### config.mk
export PLATFORM = sky130hd
export DESIGN_NAME = modestat_ctrl
export DESIGN_NICKNAME = d
export VERILOG_FILES = /design/src/rtl/modestat_pkg.sv /design/src/rtl/modestat_mode_reg.sv /design/src/rtl/modestat_status_latch.sv /design/src/rtl/modestat_read_mux.sv /design/src/rtl/modestat_ctrl.sv
export SDC_FILE = /design/constraint.sdc
export NUM_CORES = 1
export LEC_CHECK = 0
export ABC_AREA = 1
export CORE_AREA = 5 5 42 44
export DETAILED_ROUTE_END_ITERATION = 8
export DIE_AREA = 0 0 47 49
export GPL_TIMING_DRIVEN = 0
export PLACE_DENSITY = 0.81
export REMOVE_ABC_BUFFERS = 1
export SYNTH_ARGS = -nofsm -noshare
export SYNTH_HDL_FRONTEND = slang
export SYNTH_SLANG_ARGS = --single-unit
### constraint.sdc
create_clock -name clk -period 2.4 [get_ports clk]
set_input_delay 0.48 -clock clk [delete_from_list [all_inputs] [get_ports clk]]
set_output_delay 0.48 -clock clk [all_outputs]
set_load 0.02 [all_outputs]
### src/rtl/modestat_pkg.sv
package modestat_pkg;
  localparam int unsigned DATA_W   = 8;
  localparam int unsigned N_STAT   = 5;
  // write-side bit positions
  localparam int unsigned B_CONT   = 3;
  localparam int unsigned B_UPD    = 2;
  localparam int unsigned B_SRST   = 1;
  localparam int unsigned B_STEP   = 0;
  // read-side: status occupies the top N_STAT bits
  localparam int unsigned B_STAT_LO = DATA_W - N_STAT;
  localparam logic [DATA_W-1:0] RST_IMAGE = 8'hB8;

  typedef struct packed {
    logic cont;
    logic upd;
    logic srst;
    logic step;
  } mode_t;

  function automatic mode_t image_to_mode(input logic [DATA_W-1:0] img);
    mode_t m;
    m.cont = img[B_CONT];
    m.upd  = img[B_UPD];
    m.srst = img[B_SRST];
    m.step = img[B_STEP];
    return m;
  endfunction
endpackage

### src/rtl/modestat_mode_reg.sv
module modestat_mode_reg
  import modestat_pkg::*;
(
  input  logic              clk,
  input  logic              rst_n,
  input  logic              wr_hit,
  input  logic [DATA_W-1:0] wdata,
  output mode_t             mode_q
);
  localparam mode_t RST_MODE = image_to_mode(RST_IMAGE);

  always_ff @(posedge clk or negedge rst_n) begin
    if (!rst_n) begin
      mode_q <= RST_MODE;
    end else if (mode_q.srst) begin
      // sync reset completes: whole mode image reloads, action bits clear
      mode_q <= RST_MODE;
    end else if (wr_hit) begin
      mode_q <= image_to_mode(wdata);
    end else begin
      mode_q.upd  <= 1'b0;
      mode_q.srst <= 1'b0;
      mode_q.step <= 1'b0;
    end
  end
endmodule

### src/rtl/modestat_status_latch.sv
module modestat_status_latch #(
  parameter int unsigned N = 5
) (
  input  logic         clk,
  input  logic         rst_n,
  input  logic         en,
  input  logic [N-1:0] src,
  output logic [N-1:0] q
);
  // No reset: the flags keep their value through every reset.
  for (genvar i = 0; i < N; i++) begin : g_flag
    always_ff @(posedge clk) begin
      if (en && rst_n) q[i] <= src[i];
    end
  end
endmodule

### src/rtl/modestat_read_mux.sv
module modestat_read_mux
  import modestat_pkg::*;
(
  input  logic              rd_hit,
  input  logic [N_STAT-1:0] stat,
  input  mode_t             mode,
  output logic [DATA_W-1:0] rdata
);
  logic [DATA_W-1:0] image;

  always_comb begin
    image = '0;
    image[DATA_W-1:B_STAT_LO] = stat;
    // bit 2 on read shows the continuous enable; refresh bit is never visible
    image[B_UPD]  = mode.cont;
    image[B_SRST] = mode.srst;
    image[B_STEP] = mode.step;
    rdata = rd_hit ? image : '0;
  end
endmodule

### src/rtl/modestat_ctrl.sv
module modestat_ctrl
  import modestat_pkg::*;
#(
  parameter int unsigned     ADDR_W   = 3,
  parameter logic [ADDR_W-1:0] REG_ADDR = 3'b111
) (
  input  logic              clk,
  input  logic              rst_n,
  input  logic              bus_cs,
  input  logic              bus_wr,
  input  logic [ADDR_W-1:0] bus_addr,
  input  logic [DATA_W-1:0] bus_wdata,
  output logic [DATA_W-1:0] bus_rdata,
  input  logic              flag_out_room,
  input  logic              flag_in_avail,
  input  logic              flag_cnt_idle,
  input  logic              flag_sel0_room,
  input  logic              flag_sel1_room,
  output logic              cont_en,
  output logic              upd_strobe,
  output logic              func_rst,
  output logic              step_strobe
);
  logic              sel, wr_hit, rd_hit, lat_en;
  logic [N_STAT-1:0] src_vec, stat_q;
  mode_t             mode_q;

  assign sel     = bus_cs && (bus_addr == REG_ADDR);
  assign wr_hit  = sel && bus_wr;
  assign rd_hit  = sel && !bus_wr;
  assign src_vec = {flag_out_room, flag_in_avail, flag_cnt_idle,
                    flag_sel0_room, flag_sel1_room};

  modestat_mode_reg u_mode (
    .clk    (clk),
    .rst_n  (rst_n),
    .wr_hit (wr_hit),
    .wdata  (bus_wdata),
    .mode_q (mode_q)
  );

  assign lat_en = mode_q.cont || mode_q.upd;

  modestat_status_latch #(.N(N_STAT)) u_stat (
    .clk   (clk),
    .rst_n (rst_n),
    .en    (lat_en),
    .src   (src_vec),
    .q     (stat_q)
  );

  modestat_read_mux u_rd (
    .rd_hit (rd_hit),
    .stat   (stat_q),
    .mode   (mode_q),
    .rdata  (bus_rdata)
  );

  assign cont_en     = mode_q.cont;
  assign upd_strobe  = mode_q.upd;
  assign func_rst    = mode_q.srst;
  assign step_strobe = mode_q.step;
endmodule

After elaboration in Yosys (flattened, before gate mapping)
Cells that the tools add are included.
Storage, ports and cells
  input port bits: 20
  word-level logic and storage cells: 21
  output and inout port bits: 12
  flip-flop bits (word level): 9
Operators by class
  multiplexer cells: 4
  eq/ne operators: 1
  reductions and logical operators: 7
Operator list (number)
  8-bit 2-to-1 mux: 1
  1-bit logical AND: 4
  4-bit 2-to-1 mux: 1
  3-bit == test (second input constant): 1
  3-bit 2-to-1 mux: 1
  2-bit nonzero test: 1
  1-bit logical NOT: 1
  1-bit logical OR: 1
  1-bit 2-to-1 mux: 1

Longest topological paths before layout
  word-level depth: 5
  depth in mapped cells: 5
  depth with buffers taken out: 5

Hierarchy
Synthesis repeated with hierarchy kept, for this count alone.
Second synthesis, totals
  cell total of the unflattened synthesis: 45
  area, all modules: 404.1 µm²
Modules (own cells, without submodules)
  modestat_status_latch: sequential area each 150.1 µm², instances 1, cells an instance 7, area each 157.7 µm²
  modestat_mode_reg: sequential area each 101.3 µm², instances 1, cells an instance 15, area each 143.9 µm²
  modestat_read_mux: sequential area each 0.0 µm², instances 1, cells an instance 17, area each 65.1 µm²
  modestat_ctrl: sequential area each 0.0 µm², instances 1, cells an instance 6, area each 37.5 µm²

Worst setup path before layout
OpenSTA, ideal clock, no wires.
  kind: input port to output port
  start: in bus_cs
  end: out bus_rdata[0]
  path buffers: 0
  setup slack: 0.844 ns
  arrival time: 1.076 ns
  stages on the path: 4
  required time: 1.920 ns
  cell sequence: nand2_1 -> nor2_4 -> nand2_4 -> nor2_1
Between the ends
  longest elaborated chain between the ends: 3
Ends and longest elaborated chain
  start: declaration: line modestat_ctrl.sv:9  | input logic bus_cs,
  1-bit logical AND: line modestat_ctrl.sv:28  | assign sel = bus_cs && (bus_addr == REG_ADDR);
  1-bit logical AND: line modestat_ctrl.sv:30  | assign rd_hit = sel && !bus_wr;
  8-bit 2-to-1 mux: line modestat_read_mux.sv:18  | rdata = rd_hit ? image : '0;
  end: declaration: line modestat_ctrl.sv:13  | output logic [DATA_W-1:0] bus_rdata,
Every way passes these cells.

Final worst setup path
  start: in bus_addr[1]
  end: out bus_rdata[1]
Between the ends
  longest elaborated chain between the ends: 4
Ends and longest elaborated chain
  start: declaration: line modestat_ctrl.sv:11  | input logic [ADDR_W-1:0] bus_addr,
  3-bit == test: line modestat_ctrl.sv:28
  1-bit logical AND: line modestat_ctrl.sv:28
  1-bit logical AND: line modestat_ctrl.sv:30
  8-bit 2-to-1 mux: line modestat_read_mux.sv:18
Every way passes these cells.

==> flow_summary_export.csv <==
group,metric,value,unit
clock_network,cts_buffers,3,
sta,clock.fmax,0.450,GHz
logic_synthesis,synth_common_cells,"11 x nor2_1, 9 x inv_1, 5 x edfxtp_1, 5 x nand3_1",
grt,antenna_found_initial,0,
sta,hold_viol_final,0,
detailed_routing,post_drt_wl_per_cell,10.1,um
finish,diodes,0,
clock_network,cts_tree,"built",
detailed_routing,drtPass1Iterations,2,
sta,period_share,92.6,%
finish,nFillCells,143,
sta,maxSlewViolCount,0,
pwr,switchingPower,0.0885,mW
floorplanning,die_x,47,um
logic_synthesis,ys_seq_elements,9,
pwr,ir_worst_vdd,0.343,mV
logic_synthesis,synth_compound_area_share,1.88,%
clock_network,insertion_delay,0.26,ns
floorplanning,initial_utilization,28.5,%
logic_synthesis,yosys.area.top_type_share,37.6,%
critical_path,worstSetupEndpointType,"primary output",
clock_network,cts_root_buf,"clkbuf_4",
finish,final_nets,93,
critical_path,required,1.92,ns
pwr,p_leak,0.348,nW
logic_synthesis,avgSynthCellArea,9.73,sq um
sta,setup_violations,0,
pwr,power.internal,0.280,mW
clock_network,clkSinkCount,9,
placed_design,port_buffers,27,
logic_synthesis,yosysUniqueCellTypes,11,
detailed_routing,drc,0,
pwr,switching_share,24.0,%
pwr,p_per_area,521,nW/um^2
critical_path,start_kind,"primary input",
finish,syn_to_final_growth,77.1,%
grt,grt_util_all_layers,9.26,%
hold_path,hp-class,"primary input to async pin",
run,drv_cap,0,
logic_synthesis,yosysSeqAreaShare,63.0,%
detailed_routing,drtIter0Drc,3,
floorplanning,die_area,2300,sq um
logic_synthesis,yosysMostFrequentCell,"nor2_1",
critical_path,cp_max_fo,8,
sta,setup_ws,0.177,ns
logic_synthesis,synth_top_area_cell,"edfxtp_1",
logic_synthesis,synth-adder-area-share,0,%
floorplanning,core,1400,sq um
logic_synthesis,synth_mux_area_share,0,%
placed_design,gp_congestion,0.685,
critical_path,r2r_cells,1,
floorplanning,fp.dieH,49,um
logic_synthesis,synth_simple_gate_area_share,26.6,%
sta,worst_pin_slew,0.241,ns
floorplanning,rows,14,
finish,utilization,50.4,%
logic_synthesis,synth_top_family_by_area,"simple AND/OR/NAND/NOR gates",
detailed_routing,vias_per_cell,4.34,
outcome,outcome,"finished clean",
finish,drive_gt1_share,11.1,%
logic_synthesis,synthFlopType,"edfxtp_1",
detailed_routing,totalWireLength,887,um
floorplanning,io_pins,32,
clock_network,clkTransAtPathRegs,0.06,ns
logic_synthesis,synth_area,399,sq um
logic_synthesis,async_reset_ff_share,44.4,%
grt,grt_pass1_wl,1.39,mm
critical_path,cp.arrival,1.74,ns
clock_network,ctsHoldBuffers,0,
logic_synthesis,ys_warn_count,0,
sta,rsz0062_at_grt,"no",
pwr,seqPwrFrac,51.1,%
clock_network,htree_levels,1,
detailed_routing,vias,382,
sta,worst_clock_skew,0.00305,ns
pwr,pwr-share-comb,17.6,%
logic_synthesis,synth.top_cells.by_area,"edfxtp_1 38%, dfrtp_1 19%, nor2_1 10%",
grt,grt_pass1_vias,370,
critical_path,crit_type,"primary input to primary output",
pwr,power_frac_clock,31.3,%
placed_design,hpwl,736,um
detailed_routing,ant_nets,0,
logic_synthesis,synth_edf_count,5,
clock_network,clock_path_buffers,2,
logic_synthesis,synth_xor_area_share,0,%
grt,grt_start_max_net_pins,9,
placed_design,preCtsSetupSlack,-0.112,ns
grt,grt_overflow,0,
sta,slew_headroom,83.9,%
sta,finalCriticalPeriod,2.22,ns
logic_synthesis,postSynthCellCount,41,
## logic make-up (layout without fill, tap and decap cells)
| family | Yosys count | after routing |
|---|---|---|
| AND/OR/NAND/NOR | 22 | 22 |
| flip-flops | 9 | 9 |
| buffers and inverters | 9 | 40 |
| AO/OA/AOI/OAI | 1 | 1 |
## placed cells by master, fill, tap and decap left out
| master | count |
|---|---|
| nand2_4 | 1 |
| nor2_4 | 1 |
| dlygate4sd2_1 | 8 |
| inv_1 | 9 |
| nand3_1 | 5 |
| nor2_1 | 11 |
| nand2_1 | 3 |
| dfrtp_1 | 3 |
| clkdlybuf4s50_1 | 19 |
| o21a_1 | 1 |
| edfxtp_1 | 5 |
| clkbuf_4 | 3 |
| clkinv_2 | 1 |
| nand2_2 | 1 |
| dfstp_2 | 1 |
## per-layer routing
layer,up-vias,part of all wire [%],GRT usage (%)
met3,2,20,7.75
met2,24,50,14.7
met4,0,1.5,8.29
met1,168,29,5.92
li1,188,-,-
met5,-,0,0
## power by group through the flow
stage,logic (mW),clock network (mW),registers [mW]
after floorplan,0.0194,0,0.196
after global placement,0.0654,0,0.191
after detailed placement,0.0667,0,0.191
after CTS,0.0662,0.123,0.189
after global routing,0.0699,0.133,0.190
final,0.0650,0.115,0.188
## sequential cells by signal (all words and copies together), names as in the netlist
register       count
u_mode.mode_q      4
u_stat.q           5
## critical path, cell delays in order
cell,delay (ns)
clkdlybuf4s50_1,0.47
nand2_2,0.07
nor2_4,0.18
nand2_4,0.11
nor2_1,0.10
dlygate4sd2_1,0.34
## worst paths after layout
check	startpoint	end	slack (ns)
worst min register to register	u_mode.mode_q[1]	u_mode.mode_q[2]	0.50
max in group asynchronous	rst_n	u_mode.mode_q[3]	1.73
worst max register to register	u_mode.mode_q[3]	u_stat.q[0]	1.29
worst max-delay path	bus_addr[1]	bus_rdata[1]	0.18
min in group clk	u_mode.mode_q[1]	u_mode.mode_q[2]	0.50
worst min-delay path	rst_n	u_mode.mode_q[2]	0.43
## timing repair
action | in CTS | in global routing
setup buffers | 0 | 0
endpoints found under the setup margin | 8 | 0
resized for setup | 8 | 0
## stage by stage
stage / cell area [sq um] / hold slack (ns) / power [mW] / std cells / TNS [ns]
finish: 707 / 0.427 / 0.369 / 88 / 0
global route: 707 / 0.420 / 0.393 / 88 / 0
CTS: 707 / 0.421 / 0.378 / 88 / 0
detailed placement: 689 / 0.493 / 0.258 / 84 / -0.776
global placement: 689 / 0.488 / 0.256 / 84 / -0.666
floorplan: 399 / 0.184 / 0.216 / 41 / 0
## layout make-up
class,count,area (sq um),share of cell area (%)
Clock inverter,1,5.00,0.708
Multi-Input combinational cell,23,114,16.1
Clock buffer,3,22.5,3.19
Sequential cell,9,251,35.6
Tap cell,16,20.0,2.83
Timing Repair Buffer,27,260,36.8
Inverter,9,33.8,4.78
Note: power is estimated with default switching activity, not from simulation.
